==> src/rtl/sps_pkg.sv <==
package sps_pkg;

  typedef enum logic [1:0] {
    SEQ_IDLE,
    SEQ_WAIT,
    SEQ_ARM,
    SEQ_RUN
  } seqState_t;

  // strobes from control to datapath, one cycle wide each
  typedef struct packed {
    logic txLoad;
    logic txShift;
    logic rxLoad;
    logic rxSample;
    logic rxShift;
    logic rxCommit;
  } dpStrobe_t;

endpackage

==> src/rtl/sps_phase_gen.sv <==
module sps_phase_gen #(
  parameter int SLOTS = 12,
  parameter int PH_W  = $clog2(SLOTS)
) (
  input  logic            clk,
  input  logic            rstN,
  output logic [PH_W-1:0] phase,
  output logic            lastSlot
);

  localparam logic [PH_W-1:0] PH_LAST = PH_W'(SLOTS - 1);

  assign lastSlot = (phase == PH_LAST);

  always_ff @(posedge clk or negedge rstN) begin
    if (!rstN) begin
      phase <= '0;
    end else if (lastSlot) begin
      phase <= '0;
    end else begin
      phase <= phase + PH_W'(1);
    end
  end

endmodule

==> src/rtl/sps_ctrl.sv <==
module sps_ctrl
  import sps_pkg::*;
#(
  parameter int SLOTS         = 12,
  parameter int PH_W          = $clog2(SLOTS),
  parameter int CLK_LOW_FIRST = 4,
  parameter int CLK_LOW_LAST  = 9,
  parameter int SAMPLE_SLOT   = 9
) (
  input  logic            clk,
  input  logic            rstN,
  input  logic [PH_W-1:0] phase,
  input  logic            lastSlot,
  input  logic            wrReq,
  input  logic            rxEnable,
  input  logic            txClr,
  input  logic            rxClr,
  input  logic            txDone,
  input  logic            rxDone,
  output dpStrobe_t       strobe,
  output logic            running,
  output logic            dirTx,
  output logic            txFlag,
  output logic            rxFlag,
  output logic            shiftClk
);

  localparam int NFLAG = 2;
  localparam logic [PH_W-1:0] PH_LOW_A = PH_W'(CLK_LOW_FIRST);
  localparam logic [PH_W-1:0] PH_LOW_B = PH_W'(CLK_LOW_LAST);
  localparam logic [PH_W-1:0] PH_SMPL  = PH_W'(SAMPLE_SLOT);

  seqState_t seq;
  logic wrAccept, rxTrig, runTx, runRx;
  logic txFinish, rxFinish;
  logic [NFLAG-1:0] flagSet, flagClr, flagQ;

  always_comb begin
    wrAccept = wrReq && (seq == SEQ_IDLE);
    rxTrig   = !wrReq && (seq == SEQ_IDLE) && rxEnable && !flagQ[1];
    runTx    = (seq == SEQ_RUN) && dirTx;
    runRx    = (seq == SEQ_RUN) && !dirTx;

    strobe.txLoad   = wrAccept;
    strobe.txShift  = runTx && lastSlot;
    strobe.rxLoad   = (seq == SEQ_ARM) && !dirTx && lastSlot;
    strobe.rxSample = runRx && (phase == PH_SMPL);
    strobe.rxShift  = runRx && lastSlot;
    strobe.rxCommit = runRx && lastSlot && rxDone;

    txFinish = runTx && lastSlot && txDone;
    rxFinish = runRx && lastSlot && rxDone;
  end

  // sequencer: wait for the end of the start cycle, spend one full
  // preparation cycle, then run one data cycle per bit
  always_ff @(posedge clk or negedge rstN) begin
    if (!rstN) begin
      seq   <= SEQ_IDLE;
      dirTx <= 1'b0;
    end else begin
      unique case (seq)
        SEQ_IDLE: begin
          if (wrAccept || rxTrig) begin
            dirTx <= wrAccept;
            seq   <= lastSlot ? SEQ_ARM : SEQ_WAIT;
          end
        end
        SEQ_WAIT: if (lastSlot) seq <= SEQ_ARM;
        SEQ_ARM:  if (lastSlot) seq <= SEQ_RUN;
        SEQ_RUN:  if (txFinish || rxFinish) seq <= SEQ_IDLE;
        default:  seq <= SEQ_IDLE;
      endcase
    end
  end

  assign flagSet = {rxFinish, txFinish};
  assign flagClr = {rxClr, txClr};

  // sticky done flags, set wins over a simultaneous clear
  for (genvar i = 0; i < NFLAG; i++) begin : g_flag
    always_ff @(posedge clk or negedge rstN) begin
      if (!rstN) begin
        flagQ[i] <= 1'b0;
      end else if (flagSet[i]) begin
        flagQ[i] <= 1'b1;
      end else if (flagClr[i]) begin
        flagQ[i] <= 1'b0;
      end
    end
  end

  assign txFlag   = flagQ[0];
  assign rxFlag   = flagQ[1];
  assign running  = (seq == SEQ_RUN);
  assign shiftClk = !(running && (phase >= PH_LOW_A) && (phase <= PH_LOW_B));

endmodule

==> src/rtl/sps_datapath.sv <==
module sps_datapath
  import sps_pkg::*;
#(
  parameter int DATA_W = 8
) (
  input  logic              clk,
  input  logic              rstN,
  input  dpStrobe_t         strobe,
  input  logic [DATA_W-1:0] wrData,
  input  logic              dataIn,
  output logic              txBit,
  output logic              txDone,
  output logic              rxDone,
  output logic [DATA_W-1:0] rxBuf
);

  localparam int TX_W = DATA_W + 1;
  localparam logic [DATA_W-1:0] TX_END  = DATA_W'(1);
  localparam logic [DATA_W-1:0] RX_INIT = {1'b0, {(DATA_W-1){1'b1}}};

  logic [TX_W-1:0]   txReg;
  logic [DATA_W-1:0] rxReg;
  logic              sampleBit;

  // transmit: marker 1 above the byte, zeros enter from the top
  always_ff @(posedge clk or negedge rstN) begin
    if (!rstN) begin
      txReg <= '0;
    end else if (strobe.txLoad) begin
      txReg <= {1'b1, wrData};
    end else if (strobe.txShift) begin
      txReg <= {1'b0, txReg[TX_W-1:1]};
    end
  end

  assign txBit  = txReg[0];
  assign txDone = (txReg[TX_W-1:1] == TX_END);

  // receive: a single 0 marker walks down as samples enter from the top
  always_ff @(posedge clk or negedge rstN) begin
    if (!rstN) begin
      sampleBit <= 1'b0;
    end else if (strobe.rxSample) begin
      sampleBit <= dataIn;
    end
  end

  always_ff @(posedge clk or negedge rstN) begin
    if (!rstN) begin
      rxReg <= '1;
    end else if (strobe.rxLoad) begin
      rxReg <= RX_INIT;
    end else if (strobe.rxShift) begin
      rxReg <= {sampleBit, rxReg[DATA_W-1:1]};
    end
  end

  assign rxDone = !rxReg[0];

  always_ff @(posedge clk or negedge rstN) begin
    if (!rstN) begin
      rxBuf <= '0;
    end else if (strobe.rxCommit) begin
      rxBuf <= {sampleBit, rxReg[DATA_W-1:1]};
    end
  end

endmodule

==> src/rtl/syncser_port.sv <==
module syncser_port
  import sps_pkg::*;
#(
  parameter int DATA_W        = 8,
  parameter int SLOTS         = 12,
  parameter int CLK_LOW_FIRST = 4,
  parameter int CLK_LOW_LAST  = 9,
  parameter int SAMPLE_SLOT   = 9
) (
  input  logic              clk,
  input  logic              rstN,
  input  logic              bufWrEn,
  input  logic [DATA_W-1:0] bufWrData,
  output logic [DATA_W-1:0] bufRdData,
  input  logic              rxEnable,
  input  logic              txFlagClr,
  input  logic              rxFlagClr,
  output logic              txFlag,
  output logic              rxFlag,
  output logic              dataOut,
  output logic              dataOe,
  input  logic              dataIn,
  output logic              shiftClk
);

  localparam int PH_W = $clog2(SLOTS);

  logic [PH_W-1:0] phase;
  logic            lastSlot;
  dpStrobe_t       strobe;
  logic            running, dirTx, txDone, rxDone, txBit;

  sps_phase_gen #(.SLOTS(SLOTS), .PH_W(PH_W)) u_phase (
    .clk      (clk),
    .rstN     (rstN),
    .phase    (phase),
    .lastSlot (lastSlot)
  );

  sps_ctrl #(
    .SLOTS         (SLOTS),
    .PH_W          (PH_W),
    .CLK_LOW_FIRST (CLK_LOW_FIRST),
    .CLK_LOW_LAST  (CLK_LOW_LAST),
    .SAMPLE_SLOT   (SAMPLE_SLOT)
  ) u_ctrl (
    .clk      (clk),
    .rstN     (rstN),
    .phase    (phase),
    .lastSlot (lastSlot),
    .wrReq    (bufWrEn),
    .rxEnable (rxEnable),
    .txClr    (txFlagClr),
    .rxClr    (rxFlagClr),
    .txDone   (txDone),
    .rxDone   (rxDone),
    .strobe   (strobe),
    .running  (running),
    .dirTx    (dirTx),
    .txFlag   (txFlag),
    .rxFlag   (rxFlag),
    .shiftClk (shiftClk)
  );

  sps_datapath #(.DATA_W(DATA_W)) u_dp (
    .clk    (clk),
    .rstN   (rstN),
    .strobe (strobe),
    .wrData (bufWrData),
    .dataIn (dataIn),
    .txBit  (txBit),
    .txDone (txDone),
    .rxDone (rxDone),
    .rxBuf  (bufRdData)
  );

  assign dataOe  = running && dirTx;
  assign dataOut = txBit;

endmodule

==> config.mk <==
export PLATFORM = sky130hd
export DESIGN_NAME = syncser_port
export DESIGN_NICKNAME = d
export VERILOG_FILES = /design/src/rtl/sps_pkg.sv /design/src/rtl/sps_phase_gen.sv /design/src/rtl/sps_ctrl.sv /design/src/rtl/sps_datapath.sv /design/src/rtl/syncser_port.sv
export SDC_FILE = /design/constraint.sdc
export NUM_CORES = 1
export LEC_CHECK = 0
export CAP_MARGIN = 20
export CORE_UTILIZATION = 52
export DETAILED_ROUTE_END_ITERATION = 10
export GPL_TIMING_DRIVEN = 0
export PLACE_DENSITY = 0.78
export SLEW_MARGIN = 20
export SYNTH_ARGS = -nofsm -noshare
export SYNTH_HDL_FRONTEND = slang
export SYNTH_SLANG_ARGS = --single-unit
==> constraint.sdc <==
create_clock -name clk -period 2.15 [get_ports clk]
set_clock_uncertainty 0.1 [all_clocks]
set_input_delay 0.43 -clock clk [delete_from_list [all_inputs] [get_ports clk]]
set_output_delay 0.43 -clock clk [all_outputs]
set_load 0.005 [all_outputs]
==> results of run 1 <==
[repair_timing]
action / 4_1_cts / 5_1_grt
endpoints found under the setup margin: 2 / 11
pin swaps: 0 / 1
hold endpoints to repair: 11 / 0
gates resized for setup: 4 / 5
hold buffers: 1 / 0
setup buffers: 2 / 2
gates cloned: 0 / 0
[power by group]
group / internal [mW] / leakage, nW / switching [mW]
logic: 0.0301 / 0.583 / 0.0201
clock network: 0.275 / 0.0482 / 0.223
registers: 0.665 / 0.396 / 0.00296
total: 0.969 / 1.03 / 0.246
[flip-flops by register name, summed over array words and instances, names as in the netlist]
register	flops
u_dp.txReg	9
u_ctrl.txFlag	1
u_ctrl.seq	2
u_ctrl.rxFlag	1
u_dp.rxReg	8
u_phase.phase	4
u_ctrl.dirTx	1
u_dp.rxBuf	8
u_dp.sampleBit	1
[logic make-up after synthesis]
family / Yosys count / share of synthesized area
simple gates: 54 / 0.173
compound gates: 22 / 0.0798
xor+xnor: 1 / 0.00517
buf+inv: 14 / 0.0318
mux: 20 / 0.128
flops: 35 / 0.523
fa+ha+maj: 8 / 0.0591
[synth_stat cells, drive strengths merged, types with 2 or more instances]
| master | instances |
|---|---|
| mux2i | 10 |
| nand2b | 2 |
| dfstp | 8 |
| nand3 | 9 |
| mux2 | 10 |
| nand2 | 28 |
| inv | 10 |
| ha | 8 |
| dfrtp | 27 |
| nand3b | 2 |
| o21ai | 14 |
| a21o | 2 |
| or3 | 2 |
| clkbuf | 3 |
| nor2b | 2 |
| nor2 | 4 |
[per-layer routing]
metal	global-route usage	wire length (µm)	vias up
li1	-	-	596
met1	0.258	1470	618
met2	0.377	1690	38
met3	0.0524	166	5
met4	0.109	47	0
met5	0	0	-
[final timing paths]
check / to / from / slack [ps] / cells after the start
worst max-delay path: shiftClk / u_phase.phase[3]$_DFF_PN0_ / 120 / 5
worst min-delay path: u_ctrl.txFlag$_DFFE_PN0P_ / u_ctrl.txFlag$_DFFE_PN0P_ / 390 / 1
worst max register to register: u_dp.rxBuf[1]$_DFFE_PN0P_ / u_phase.phase[0]$_DFF_PN0_ / 140 / 6
worst min register to register: u_ctrl.txFlag$_DFFE_PN0P_ / u_ctrl.txFlag$_DFFE_PN0P_ / 390 / 1
max in group asynchronous: u_dp.rxReg[1]$_DFFE_PN1P_ / rstN / 1010 / 3
min in group asynchronous: u_ctrl.txFlag$_DFFE_PN0P_ / rstN / 430 / 2
[cell type report]
class / instances / area [µm²]
fillers: 253 / 890
repair buffers: 33 / 334
plain buffers: 4 / 17.5
well taps: 44 / 55.1
flip-flops and latches: 35 / 887
multi-input cells: 105 / 771
inverters: 10 / 37.5
clock buffers: 6 / 51.3
clock inverters: 2 / 35.0
==> summary.md, run 1 <==
| Metric | Value |
|---|---|
| Antenna violations before repair | 0 |
| Final hold vios | 0 |
| Via-per-instance ratio | 5.26 |
| Area post-placement | 2040 µm² |
| Vias in the first global route | 1277 |
| RSZ-0062 raised after global routing | no |
| Initial DRC count | 48 |
| Final period util | 0.943 |
| Gpl congestion | 0.758 |
| Dpl ws | 18.6 ps |
| Post-synth EDFFs | 0 |
| First-pass GRT wire length | 5.53 mm |
| Full die area | 3490 µm² |
| Synth async-reset ratio | 1.00 |
| Finished Cell Area | 2190 µm² |
| Worst skew pair latency | 340 ps |
| Max Root-Sink Buffers | 2 |
| Leak pwr | 1.03 nW |
| Req. time, crit path | 1620 ps |
| CP bufs+invs | 1 |
| Slew Limit Headroom | 0.636 |
| CTS buffer count | 5 |
| Clk sinks | 35 |
| CP Cell Sequence | nor2b_1 -> o21ai_1 -> o21ai_0 -> nand2_1 -> dlygate4sd2_1 |
| Buffers on Ports | 27 |
| H-tree Lvls | 2 |
| CTS tree | done |
| Pwr Total | 1.22 mW |
| Placed wire-length estimate | 2.36 mm |
| CTS clk-pin slew, worst paths | 110 ps |
| Area leader, netlist | dfrtp_1 |
| Worst Slack Setup Final | 123 ps |
| Highest-count cells in the layout ignoring fill and taps | nand2_1, dfrtp_1, clkdlybuf4s50_1 |
| Min Tclk post-route | 2030 ps |
| Root Buffer Master | clkbuf_4 |
| Slowest Stage Delay on Critical Path | 450 ps |
| Die Ht | 59.1 µm |
| Power per cell area | 556 nW/µm² |
| Worst setup SP type | register |
| Commonest non-fill, non-tap cell in the layout | nand2_1 |
| N_diodes | 0 |
| Kind of end point of the critical path | output port |
| # IOs | 28 |
| #FFs+latches synth | 35 |
| Row cnt | 20 |
| Remaining Overflow, GRT | 0 |
| Synthesized instance count | 154 |
| FMAX | 493 MHz |
| Initial Utilization | 0.550 |
| Peak VDD IR | 439 µV |
| Final Util | 0.711 |
| Post-route ant nets | 0 |
| Area Growth Syn to Fin | 29.3% |
| Sequential area share after synthesis | 0.523 |
| Synth top area share | 0.399 |
| Layout Cells excl Fill | 239 |
| Nets | 217 |
| Total iterations of the first detailed-routing run | 4 |
| Ys flop type | dfrtp_1 |
| CP Class | register to output port |
| Top cells by area, synth | dfrtp_1, dfstp_2, nand2_1 |
| Cells after DPL | 226 |
| Status | completed |
| Largest net degree at the start of global routing | 24 |
| Setup TNS | 0 ps |
| Core Region | 3080 µm² |
| Synth cell types | 35 |
| Delay-heaviest family, CP | flip-flops |
| Max-Cap Viols | 0 |
| Worst slew pin tran | 544 ps |
| Worst Path Max Fanout | 6 |
| Die width | 59.1 µm |
| Setup-failing EPs final | 0 |
| Final WL | 3.37 mm |
| Drt wl/cell | 14.1 µm |
| Worst hold path class | register to register |
| DRC | 0 |
| CP arrival | 1500 ps |
| Total track usage | 0.220 |
| Netlist Area Pre-Place | 1690 µm² |
| Fin. max-slew vios | 0 |
| Hold slack | 390 ps |
| Synth Area per Inst | 11.0 µm² |
| Synthesis warning total | 0 |
| Post-Syn Nets | 177 |
| Layout cells sized above 1 | 0.174 |
| Via count | 1257 |
| CP max stage cell | dfrtp_2 |
No activity file was read; power rests on OpenSTA's default activity.
==> inputs of run 2 (changes only) <==
--- a/config.mk
+++ b/config.mk
@@ -5,11 +5,15 @@
 export SDC_FILE = /design/constraint.sdc
 export NUM_CORES = 1
 export LEC_CHECK = 0
+export ABC_CLOCK_PERIOD_IN_PS = 2150
 export CAP_MARGIN = 20
-export CORE_UTILIZATION = 52
+export CELL_PAD_IN_SITES_DETAIL_PLACEMENT = 1
+export CELL_PAD_IN_SITES_GLOBAL_PLACEMENT = 2
+export CORE_UTILIZATION = 34
 export DETAILED_ROUTE_END_ITERATION = 10
+export GPL_ROUTABILITY_DRIVEN = 0
 export GPL_TIMING_DRIVEN = 0
-export PLACE_DENSITY = 0.78
+export PLACE_DENSITY_LB_ADDON = 0.1
 export SLEW_MARGIN = 20
 export SYNTH_ARGS = -nofsm -noshare
 export SYNTH_HDL_FRONTEND = slang
==> run 2 against run 1 <==
  * Core utilization shrank 24 points
  * Total power grew 2.6%
  * Highest routed layer unchanged
  * First-iteration DRC count shrank 52%
  * Global-route usage shrank 4.6 points
  * Routed wire length grew 16%
==> summary.md, run 2 (synthesis gave the netlist of run 1 again) <==
| Metric | Value |
|---|---|
| Nets | 217 |
| Final hold vios | 0 |
| Finished Cell Area | 2220 µm² |
| Buffers on Ports | 27 |
| Biggest register | u_dp.txReg |
| Remaining Overflow, GRT | 0 |
| Via count | 1245 |
| Hold slack | 381 ps |
| Vias in the first global route | 1374 |
| H-tree Lvls | 2 |
| N_diodes | 0 |
| Max Root-Sink Buffers | 2 |
| Pwr Total | 1.25 mW |
| Final period util | 0.963 |
| Antenna violations before repair | 0 |
| Max reg flops | 9 |
| Total track usage | 0.174 |
| Worst slew pin tran | 547 ps |
| RSZ-0062 raised after global routing | no |
| Layout Cells excl Fill | 262 |
| Worst hold path class | register to register |
| Placed wire-length estimate | 2.77 mm |
| Area post-placement | 2060 µm² |
| Cells after DPL | 249 |
| Fillers | 537 |
| Final WL | 3.92 mm |
| CTS clk-pin slew, worst paths | 70 ps |
| Initial DRC count | 23 |
| DRC | 0 |
| Setup-failing EPs final | 0 |
| Dpl ws | -77.7 ps |
| Worst Path Max Fanout | 4 |
| FMAX | 483 MHz |
| Post-route ant nets | 0 |
| Highest metal used | met4 |
| Clk sinks | 35 |
| Top flop regs | u_dp.txReg (9), u_dp.rxBuf (8), u_dp.rxReg (8) |
| Drt wl/cell | 15.0 µm |
| Commonest non-fill, non-tap cell in the layout | nand2_1 |
| # IOs | 28 |
| Multi-input gate area | 773 µm² |
| Setup TNS | 0 ps |
| CTS buffer count | 5 |
| Metal2 WL | 1.89 mm |
| Peak VDD IR | 255 µV |
| Min Tclk post-route | 2070 ps |
| Worst setup SP type | register |
| Full die area | 5260 µm² |
| Fin. max-slew vios | 0 |
| CP Class | register to output port |
| Status | completed |
| Final Util | 0.468 |
| Total iterations of the first detailed-routing run | 4 |
| Die Ht | 72.6 µm |
| Layout cells sized above 1 | 0.190 |
| Slew Limit Headroom | 0.634 |
| Kind of end point of the critical path | output port |
| CTS tree | done |
| CP arrival | 1540 ps |
| First-pass GRT wire length | 6.89 mm |
| Root Buffer Master | clkbuf_8 |
| Row cnt | 25 |
| Max-Cap Viols | 0 |
| Worst skew pair latency | 290 ps |
| Die width | 72.6 µm |
| Highest-count cells in the layout ignoring fill and taps | nand2_1, clkdlybuf4s50_1, dfrtp_1 |
| Area Growth Syn to Fin | 31.4% |
| Register area | 888 µm² |
| Power per cell area | 561 nW/µm² |
| Core Region | 4750 µm² |
| Worst Slack Setup Final | 80.3 ps |
| Req. time, crit path | 1620 ps |
| Initial Utilization | 0.356 |
| Leak pwr | 1.01 nW |
| Met1 Wirelength | 1.81 mm |
| Largest net degree at the start of global routing | 29 |
| Via-per-instance ratio | 4.75 |
| Met3 WL | 174 µm |
run 2: cell types whose count changed in the layout (fill, tap and decap cells not counted), sizes merged:
cell           before  now
clkbuf              9   11
bufinv              1    0
clkdlybuf4s50      24   25
clkinv              1    0
dlymetal6s2s        1    0
run 2: final timing paths:
kind / startpoint / end / slack [ps] / depth (start not counted)
min in group asynchronous: rstN / u_ctrl.seq[0]$_DFFE_PN0P_ / 420 / 2
min: u_ctrl.txFlag$_DFFE_PN0P_ / u_ctrl.txFlag$_DFFE_PN0P_ / 380 / 1
max in group asynchronous: rstN / u_dp.rxReg[0]$_DFFE_PN1P_ / 1030 / 3
max: u_ctrl.seq[0]$_DFFE_PN0P_ / dataOe / 80 / 4
min reg2reg: u_ctrl.txFlag$_DFFE_PN0P_ / u_ctrl.txFlag$_DFFE_PN0P_ / 380 / 1
max reg2reg: u_phase.phase[0]$_DFF_PN0_ / u_dp.rxBuf[7]$_DFFE_PN0P_ / 100 / 6
run 2: cell type report:
type,instances,area share
repair buffers,33,0.146
well taps,67,0.0377
inverters,10,0.0169
multi-input cells,105,0.348
plain buffers,4,0.00787
flip-flops and latches,35,0.399
clock buffers,8,0.0450
run 2: power by group:
part	internal, mW	switching (mW)	total (mW)	leakage, nW
Combinational	0.0287	0.0203	0.0490	0.559
Sequential	0.665	0.00282	0.668	0.397
Clock	0.293	0.238	0.531	0.0515
run 2: metal layers:
| metal | up-vias | track usage |
|---|---|---|
| met2 | 26 | 0.279 |
| met5 | - | 0 |
| met1 | 615 | 0.230 |
| li1 | 599 | - |
| met3 | 5 | 0.0472 |
| met4 | 0 | 0.0523 |
run 2: repair_timing:
item,CTS,global route
setup endpoints to repair,2,19
endpoints found under the hold margin,7,0
buffers inserted,2,2
resized for setup,6,5
hold buffers,1,0
pin swaps,0,1
run 2: critical path, stage by stage (launching register included):
cell and delay (ps):
dfrtp_2 450, ha_4 190, nand2_2 120, inv_1 60, clkdlybuf4s50_1 440
